==> src/rtl/bto_pkg.sv <==
package bto_pkg;
  typedef enum logic [1:0] {
    ST_IDLE  = 2'd0,
    ST_COUNT = 2'd1,
    ST_ACKED = 2'd2,
    ST_ERR   = 2'd3
  } bto_state_e;
endpackage

==> src/rtl/bto_prescaler.sv <==
module bto_prescaler #(
  parameter int unsigned PRE_W = 4
) (
  input  logic clk_i,
  input  logic rst_ni,
  input  logic clear_i,
  input  logic run_i,
  output logic tick_o
);
  localparam logic [PRE_W-1:0] PRE_MAX = {PRE_W{1'b1}};

  logic [PRE_W-1:0] cnt_q;

  always_ff @(posedge clk_i or negedge rst_ni) begin
    if (!rst_ni)      cnt_q <= '0;
    else if (clear_i) cnt_q <= '0;
    else if (run_i)   cnt_q <= cnt_q + 1'b1;
  end

  assign tick_o = run_i && (cnt_q == PRE_MAX);
endmodule

==> src/rtl/bto_downcnt.sv <==
module bto_downcnt #(
  parameter int unsigned CNT_W     = 10,
  parameter int unsigned SEL_W     = 3,
  parameter int unsigned BASE_LOG2 = 3
) (
  input  logic             clk_i,
  input  logic             rst_ni,
  input  logic             clear_i,
  input  logic             load_i,
  input  logic [SEL_W-1:0] sel_i,
  input  logic             dec_i,
  output logic             zero_o
);
  localparam int unsigned N_SEL = 1 << SEL_W;

  logic [CNT_W-1:0] reload [N_SEL];
  logic [CNT_W-1:0] cnt_q;

  // reload value is tick count minus one, so the top setting fits CNT_W
  for (genvar g = 0; g < N_SEL; g++) begin : g_reload
    localparam int unsigned TICKS = 1 << (BASE_LOG2 + g);
    assign reload[g] = CNT_W'(TICKS - 1);
  end

  always_ff @(posedge clk_i or negedge rst_ni) begin
    if (!rst_ni)              cnt_q <= '0;
    else if (clear_i)         cnt_q <= '0;
    else if (load_i)          cnt_q <= reload[sel_i];
    else if (dec_i && !zero_o) cnt_q <= cnt_q - 1'b1;
  end

  assign zero_o = (cnt_q == '0);
endmodule

==> src/rtl/bto_status.sv <==
module bto_status (
  input  logic clk_i,
  input  logic rst_ni,
  input  logic set_i,
  input  logic clr_i,
  output logic flag_o
);
  always_ff @(posedge clk_i or negedge rst_ni) begin
    if (!rst_ni)    flag_o <= 1'b0;
    else if (set_i) flag_o <= 1'b1;   // set wins over clear
    else if (clr_i) flag_o <= 1'b0;
  end
endmodule

==> src/rtl/bto_ctrl.sv <==
module bto_ctrl
  import bto_pkg::*;
(
  input  logic clk_i,
  input  logic rst_ni,
  input  logic en_i,
  input  logic as_i,
  input  logic ack_i,
  input  logic expire_i,
  output logic load_o,
  output logic run_o,
  output logic tmo_set_o,
  output logic berr_o
);
  bto_state_e state_q, state_d;

  always_comb begin
    state_d   = state_q;
    load_o    = 1'b0;
    tmo_set_o = 1'b0;
    if (!en_i) begin
      state_d = ST_IDLE;
    end else begin
      unique case (state_q)
        ST_IDLE: if (as_i) begin
          load_o  = 1'b1;
          state_d = ack_i ? ST_ACKED : ST_COUNT;
        end
        ST_COUNT: begin
          if (!as_i)         state_d = ST_IDLE;
          else if (ack_i)    state_d = ST_ACKED;
          else if (expire_i) begin
            state_d   = ST_ERR;
            tmo_set_o = 1'b1;
          end
        end
        ST_ACKED: if (!as_i) state_d = ST_IDLE;
        ST_ERR:   if (!as_i) state_d = ST_IDLE;
        default:  state_d = ST_IDLE;
      endcase
    end
  end

  always_ff @(posedge clk_i or negedge rst_ni) begin
    if (!rst_ni) state_q <= ST_IDLE;
    else         state_q <= state_d;
  end

  assign run_o  = en_i && (state_q == ST_COUNT) && as_i && !ack_i;
  assign berr_o = (state_q == ST_ERR);
endmodule

==> src/rtl/bus_timeout_mon.sv <==
module bus_timeout_mon #(
  parameter int unsigned PRE_W     = 4,
  parameter int unsigned CNT_W     = 10,
  parameter int unsigned SEL_W     = 3,
  parameter int unsigned BASE_LOG2 = 3
) (
  input  logic             clk_i,
  input  logic             rst_ni,
  input  logic             en_i,
  input  logic [SEL_W-1:0] tsel_i,
  input  logic             as_i,
  input  logic             ack_i,
  input  logic             clr_i,
  output logic             berr_o,
  output logic             tmo_flag_o
);
  logic load, run, tick, zero, tmo_set;

  bto_ctrl u_ctrl (
    .clk_i     (clk_i),
    .rst_ni    (rst_ni),
    .en_i      (en_i),
    .as_i      (as_i),
    .ack_i     (ack_i),
    .expire_i  (tick && zero),
    .load_o    (load),
    .run_o     (run),
    .tmo_set_o (tmo_set),
    .berr_o    (berr_o)
  );

  bto_prescaler #(.PRE_W(PRE_W)) u_pre (
    .clk_i   (clk_i),
    .rst_ni  (rst_ni),
    .clear_i (!en_i || load),
    .run_i   (run),
    .tick_o  (tick)
  );

  bto_downcnt #(.CNT_W(CNT_W), .SEL_W(SEL_W), .BASE_LOG2(BASE_LOG2)) u_cnt (
    .clk_i   (clk_i),
    .rst_ni  (rst_ni),
    .clear_i (!en_i),
    .load_i  (load),
    .sel_i   (tsel_i),
    .dec_i   (tick),
    .zero_o  (zero)
  );

  bto_status u_stat (
    .clk_i  (clk_i),
    .rst_ni (rst_ni),
    .set_i  (tmo_set),
    .clr_i  (clr_i),
    .flag_o (tmo_flag_o)
  );
endmodule

==> config.mk <==
export PLATFORM = sky130hd
export DESIGN_NAME = bus_timeout_mon
export DESIGN_NICKNAME = d
export VERILOG_FILES = /design/src/rtl/bto_pkg.sv /design/src/rtl/bto_prescaler.sv /design/src/rtl/bto_downcnt.sv /design/src/rtl/bto_status.sv /design/src/rtl/bto_ctrl.sv /design/src/rtl/bus_timeout_mon.sv
export SDC_FILE = /design/constraint.sdc
export NUM_CORES = 1
export LEC_CHECK = 0
export ABC_AREA = 1
export BUFFER_PORTS_ARGS = -buffer_cell sky130_fd_sc_hd__buf_2
export CORE_MARGIN = 2
export CORE_UTILIZATION = 40
export DETAILED_ROUTE_END_ITERATION = 16
export PLACE_DENSITY = 0.6
export SLEW_MARGIN = 20
export SYNTH_ARGS = -nofsm -noshare
export SYNTH_HDL_FRONTEND = slang
export SYNTH_SLANG_ARGS = --single-unit
==> constraint.sdc <==
create_clock -name clk_i -period 2.4 [get_ports clk_i]
set_input_delay 0.24 -clock clk_i [delete_from_list [all_inputs] [get_ports clk_i]]
set_output_delay 0.24 -clock clk_i [all_outputs]
set_load 0.01 [all_outputs]
==> flow_summary.json, run 1 <==
{
  "power.leakage_nw": 0.6853,
  "synth_most_common_cell": "nand2_1",
  "dp_hpwl_mm": 2.033,
  "ys_types": 26,
  "skew_ns": 0.002720,
  "power_switching_share_pct": 43.63,
  "fin_nets": 206,
  "drt_iter0_drc": 83,
  "synth_area_leader_cell": "dfrtp_1",
  "path_cells": "inv_1 -> ha_1 -> nand2_1 -> nand3b_1 -> nand2_1 -> nand2_1 -> nand3_1 -> nand2_1",
  "drive_gt1_share_pct": 11.40,
  "cpMostUsedCell": "nand2_1",
  "synth_area_per_cell_sq_um": 6.624,
  "syn_to_final_growth_pct": 8.920,
  "grt_pass1_wl_mm": 4.705,
  "setup_violations": 0,
  "detail-route-antenna-nets": 0,
  "htree_levels": 1,
  "cp.required_ns": 2.60,
  "use_met1_pct": 22.13,
  "status": "completed",
  "grt_max_degree": 18,
  "tns_ns": 0,
  "netlist_area_sq_um": 1192,
  "fp.coreArea_sq_um": 2805,
  "cts_sinks": 17,
  "dieWidth_microns": 58.60,
  "start_util_pct": 42.51,
  "cts_root_buffer": "clkbuf_4",
  "slew_headroom_pct": 73.01,
  "min_period_ns": 1.619,
  "synth-edff-count": 0,
  "dr.pass1.iters": 4,
  "instances_no_fill": 224,
  "synth-seq-cells": 17,
  "cts_tree": "yes",
  "synthTopCellsByCount": "nand2_1 (64), nor2_1 (23), nand3_1 (21), inv_1 (18), dfrtp_1 (17)",
  "netlist.area_leader.share_pct": 35.68,
  "slowest_stage": "dfrtp_1",
  "rsz0062_at_grt": "no",
  "cts_hold_buf": 1,
  "grtUsageMet3_pct": 2.198,
  "cpPeakStageDelay_ns": 0.39,
  "pre_cts_ws_ns": 0.7985,
  "hold_class": "in -> reg",
  "grt_usage_pct": 17.86,
  "critPathMaxFanout": 11,
  "ys_warn_count": 0,
  "cts_made_buffers": 3,
  "routed_wl_mm": 2.612,
  "dp_cells": 219,
  "cp.buffers_inverters": 1,
  "fin_crit_sh_pct": 67.48,
  "syn_nets": 192,
  "vias_per_cell": 5.143,
  "routedWlPerCell_microns": 11.66,
  "grt-busiest-layer": "met2",
  "grt_pass1_vias": 1107,
  "postCtsSetupBuffers": 0,
  "syn_inst": 180,
  "path_delay_family": "simple AND/OR/NAND/NOR gates",
  "antennaDiodeCount": 0,
  "place.gp.congestion": 0.8405,
  "fin_ws_ns": 0.7806,
  "fin_util_pct": 46.30,
  "detail_route.drc_violations": 0,
  "fmax_ghz": 0.6175,
  "drv_slew": 0,
  "synth_sequential_area_ratio_pct": 35.68,
  "die_area_sq_um": 3434,
  "intPower_uw": 556.4,
  "synth.area.top_cells": "dfrtp_1 (36%), nand2_1 (20%), nand3_1 (8.8%)",
  "clock_latency_ns": 0.30,
  "yosys_most_used_dff": "dfrtp_1",
  "seqPwrFrac_pct": 40.8,
  "async_flop_share_pct": 100.0,
  "worstSetupStartpointType": "flip-flop",
  "power.share.combinational_pct": 42.8,
  "clkTransAtPathRegs_ns": 0.10,
  "critPathKind": "reg -> reg",
  "maxCapViolCount": 0,
  "power.density_nw_per_um2": 760.0,
  "vias": 1152,
  "dieHeight_microns": 58.60,
  "antenna_found_initial": 0,
  "p_switching_uw": 430.7,
  "pwr-share-clk_pct": 16.4,
  "ctsResizeCount": 0,
  "cts_buffer_depth": 2,
  "vdd_drop_max_mv": 0.2649,
  "setup.worst_path.end_class": "flip-flop",
  "portBuffers": 10,
  "rows": 19,
  "grtUsageMet2_pct": 31.46,
  "hold_viol": 0,
  "crit_arrival_ns": 1.82,
  "holdWs_ns": 0.1250,
  "gr-total-overflow": 0,
  "worst_slew_pin_slew_ns": 0.4048,
  "io_pins": 11
}
[stage by stage]
stage	total power, mW	area (sq um)
6_report	0.9870	1299
5_1_grt	1.100	1299
4_1_cts	1.003	1299
3_5_place_dp	0.8332	1262
3_3_place_gp	0.8223	1262
2_1_floorplan	0.7344	1192
[metal layers]
metal	vias to the layer above	part of all wire, %
met5	-	0
li1	599	-
met1	523	46
met4	0	1.0
met2	26	49
met3	4	3.9
[flip-flops by register name, summed over array words and instances (netlist names)]
signal / cells
u_cnt.cnt_q: 10
u_pre.cnt_q: 4
u_ctrl.state_q: 2
u_stat.flag_o: 1
[cell families (layout without fill, tap and decap cells)]
kind of cell	after synthesis	in the layout	share of synthesized area, %
AO/OA/AOI/OAI	19	19	9.339
AND/OR/NAND/NOR	117	117	42.50
XOR/XNOR	2	2	1.469
adder cells (fa/ha/maj)	3	3	3.148
flip-flops	17	17	35.68
buffers and inverters	22	35	7.870
[layout by cell type, fill, tap and decap left out, types with 2 or more instances in the layout]
master / synthesis / layout
clkbuf_4: 0 / 3
inv_1: 18 / 18
nor2_1: 23 / 23
ha_1: 3 / 3
inv_2: 2 / 2
o21ai_0: 10 / 10
nand3_1: 21 / 21
nand2_1: 64 / 64
buf_2: 0 / 10
dfrtp_1: 17 / 17
a21oi_1: 5 / 5
[final cells by class]
type | instances | area, sq um
inverter | 20 | 75.07
multi-input combinational | 141 | 673.1
clock buffer | 4 | 26.28
timing repair buffer | 11 | 60.06
fill | 295 | 1506
tap | 31 | 38.79
sequential | 17 | 425.4
[path summary, 6_finish.rpt]
check / from / to / slack, ns / cells after the start
max: u_cnt.cnt_q[0] / u_cnt.cnt_q[7] / 0.78 / 8
min: clr_i / u_stat.flag_o / 0.13 / 2
max reg2reg: u_cnt.cnt_q[0] / u_cnt.cnt_q[7] / 0.78 / 8
min reg2reg: u_cnt.cnt_q[7] / u_cnt.cnt_q[7] / 0.53 / 2
max in group asynchronous: rst_ni / u_stat.flag_o / 1.72 / 2
min in group asynchronous: rst_ni / u_cnt.cnt_q[7] / 0.39 / 2
[power groups by stage]
stage               logic (mW)  registers (mW)  clock network [mW]
finish                   0.423           0.403               0.162
global route             0.503           0.415               0.182
CTS                      0.427           0.403               0.172
detailed placement       0.424           0.410                   0
global placement         0.416           0.406                   0
floorplan                0.341           0.393                   0
(Power assumes the default switching activity.)
==> run 2, diff against run 1 <==
- PLACE_DENSITY: 0.6 -> 0.63
- clock period: 2.4 -> 1.4 ns (I/O delays scaled with it)
==> run 2 against run 1 <==
The run now ends with setup timing left. Utilization is 12 points higher. Clock skew increased by 0.0011 ns. Sequential share of layout area is 6.8 points lower. Routed wire length rose by 18%. Hold slack gained 0.077 ns. Register-to-register slack got worse by 0.79 ns. Critical endpoint is now u_cnt.cnt_q[4]. Largest cell class unchanged.
==> flow_summary.json, run 2 (synthesized netlist as in run 1, its figures left out) <==
{
  "status": "finished with violations",
  "violations": "setup timing",
  "min_period_ns": 1.411,
  "place_area_sq_um": 1458,
  "cpMostUsedCell": "nand2_1",
  "routedWlPerCell_microns": 12.04,
  "dieHeight_microns": 58.60,
  "path_delay_family": "flip-flops",
  "dr.pass1.iters": 4,
  "cts_root_buffer": "clkbuf_4",
  "place.gp.congestion": 0.8768,
  "setup_violations": 5,
  "cts_tree": "yes",
  "min_from": "ack_i",
  "syn_to_final_growth_pct": 37.99,
  "fmax_ghz": 0.7085,
  "vdd_drop_max_mv": 0.4967,
  "antennaDiodeCount": 0,
  "whs_path_depth": 4,
  "portBuffers": 10,
  "hold_class": "in -> reg",
  "r2r_start": "u_cnt.cnt_q[0]",
  "vias_per_cell": 5.086,
  "tns_ns": -0.03480,
  "cp.buffers_inverters": 2,
  "layout_commonest_cell": "nand2_1",
  "top_regs": "u_cnt.cnt_q x10, u_pre.cnt_q x4, u_ctrl.state_q x2",
  "vias": 1297,
  "grt_max_degree": 18,
  "worstSetupStartpointType": "flip-flop",
  "ff2ff_path_depth": 8,
  "grt_pass1_vias": 1285,
  "critPathMaxFanout": 7,
  "power.density_nw_per_um2": 1305,
  "detail_route.drc_violations": 0,
  "hold_viol": 0,
  "largest_register_ffs": 10,
  "final_cell_mix": "nand2_1 (59), buf_4 (25), nand3_1 (20)",
  "clock_latency_ns": 0.30,
  "dp_hpwl_mm": 2.318,
  "rrSetupSlack_ns": -0.01,
  "worst_slew_pin_slew_ns": 0.4043,
  "cp.required_ns": 1.64,
  "finalInstanceArea_sq_um": 1645,
  "cts_sinks": 17,
  "drv_slew": 0,
  "crit_arrival_ns": 1.65,
  "detail-route-antenna-nets": 0,
  "dieWidth_microns": 58.60,
  "start_util_pct": 42.51,
  "slowest_stage": "dfrtp_1",
  "hold_end": "u_pre.cnt_q[1]",
  "gr-total-overflow": 0,
  "rr_endpoint": "u_cnt.cnt_q[4]",
  "maxCapViolCount": 0,
  "routed_wl_mm": 3.070,
  "drive_gt1_share_pct": 33.04,
  "cts_buffer_depth": 2,
  "fin_nets": 237,
  "slew_headroom_pct": 73.05,
  "dp_cells": 245,
  "cts_made_buffers": 3,
  "io_pins": 11,
  "fillers": 264,
  "skew_ns": 0.003857,
  "top_register": "u_cnt.cnt_q",
  "die_area_sq_um": 3434,
  "fin_util_pct": 58.65,
  "htree_levels": 1,
  "clkTransAtPathRegs_ns": 0.11,
  "fin_ws_ns": -0.01138,
  "cp.depth": 8,
  "rsz0062_at_grt": "yes",
  "critPathKind": "reg -> reg",
  "drt_iter0_drc": 35,
  "power.leakage_nw": 0.8502,
  "holdWs_ns": 0.2022,
  "rows": 19,
  "path_cells": "inv_2 -> ha_4 -> nand2_1 -> nand3b_1 -> a21oi_4 -> buf_6 -> nand2_1 -> o21ai_1",
  "fin_crit_sh_pct": 100.8,
  "fp.coreArea_sq_um": 2805,
  "antenna_found_initial": 0,
  "grt_pass1_wl_mm": 5.223,
  "grt_usage_pct": 19.84,
  "instances_no_fill": 255,
  "setup.worst_path.end_class": "flip-flop",
  "cpPeakStageDelay_ns": 0.40
}
==> run 2: final cells by class <==
cell class	count	area [sq um]	share of cell area (%)
Timing Repair Buffer	42	314.1	19.09
Clock buffer	3	22.52	1.369
Tap cell	31	38.79	2.357
Sequential cell	17	426.7	25.93
Clock inverter	1	5.005	0.3042
Multi-Input combinational cell	141	763.2	46.39
Inverter	20	75.07	4.563
==> run 2: stage by stage <==
step | setup WS, ns | total power, mW
2_1_floorplan | 0.008601 | 1.259
3_3_place_gp | -0.08416 | 1.679
3_5_place_dp | -0.1394 | 1.698
4_1_cts | 0.0005622 | 2.078
5_1_grt | -0.1306 | 2.333
6_report | -0.01138 | 2.148
==> run 2: how the worst max path moves through the flow <==
stage / start / slack, ns / end
detailed placement: u_cnt.cnt_q[1] / -0.14 / u_cnt.cnt_q[1]
global route: u_cnt.cnt_q[5] / -0.13 / u_ctrl.state_q[1]
finish: u_cnt.cnt_q[0] / -0.01 / u_cnt.cnt_q[4]
floorplan: u_cnt.cnt_q[0] / 0.009 / u_cnt.cnt_q[1]
global placement: u_cnt.cnt_q[1] / -0.08 / u_cnt.cnt_q[7]
CTS: u_cnt.cnt_q[5] / 0.0006 / u_ctrl.state_q[0]
==> run 2: what timing repair did <==
item / in CTS / in global routing
setup buffers: 3 / 2
pin swaps: 3 / 4
setup endpoints to repair: 12 / 13
endpoints found under the hold margin: 17 / 1
hold buffers: 1 / 1
gates resized for setup: 20 / 15
==> run 2: where the power goes <==
part / leakage (nW) / internal [mW] / total (mW) / switching (mW)
logic: 0.607 / 0.559 / 1.21 / 0.646
clock network: 0.0177 / 0.106 / 0.280 / 0.174
registers: 0.225 / 0.587 / 0.662 / 0.0748
total: 0.850 / 1.25 / 2.15 / 0.895
==> run 2: worst register-to-register path: stages, from the launching register on <==
cell      delay (ns)
dfrtp_1         0.40
inv_2           0.09
ha_4            0.13
nand2_1         0.05
nand3b_1        0.22
a21oi_4         0.21
buf_6           0.15
nand2_1         0.05
o21ai_1         0.06
==> run 2: layer usage <==
metal	GRT usage, %	share of wire [%]
met5	0	0
met4	8.442	2.4
met3	1.978	3.3
met2	37.24	52
met1	22.68	43
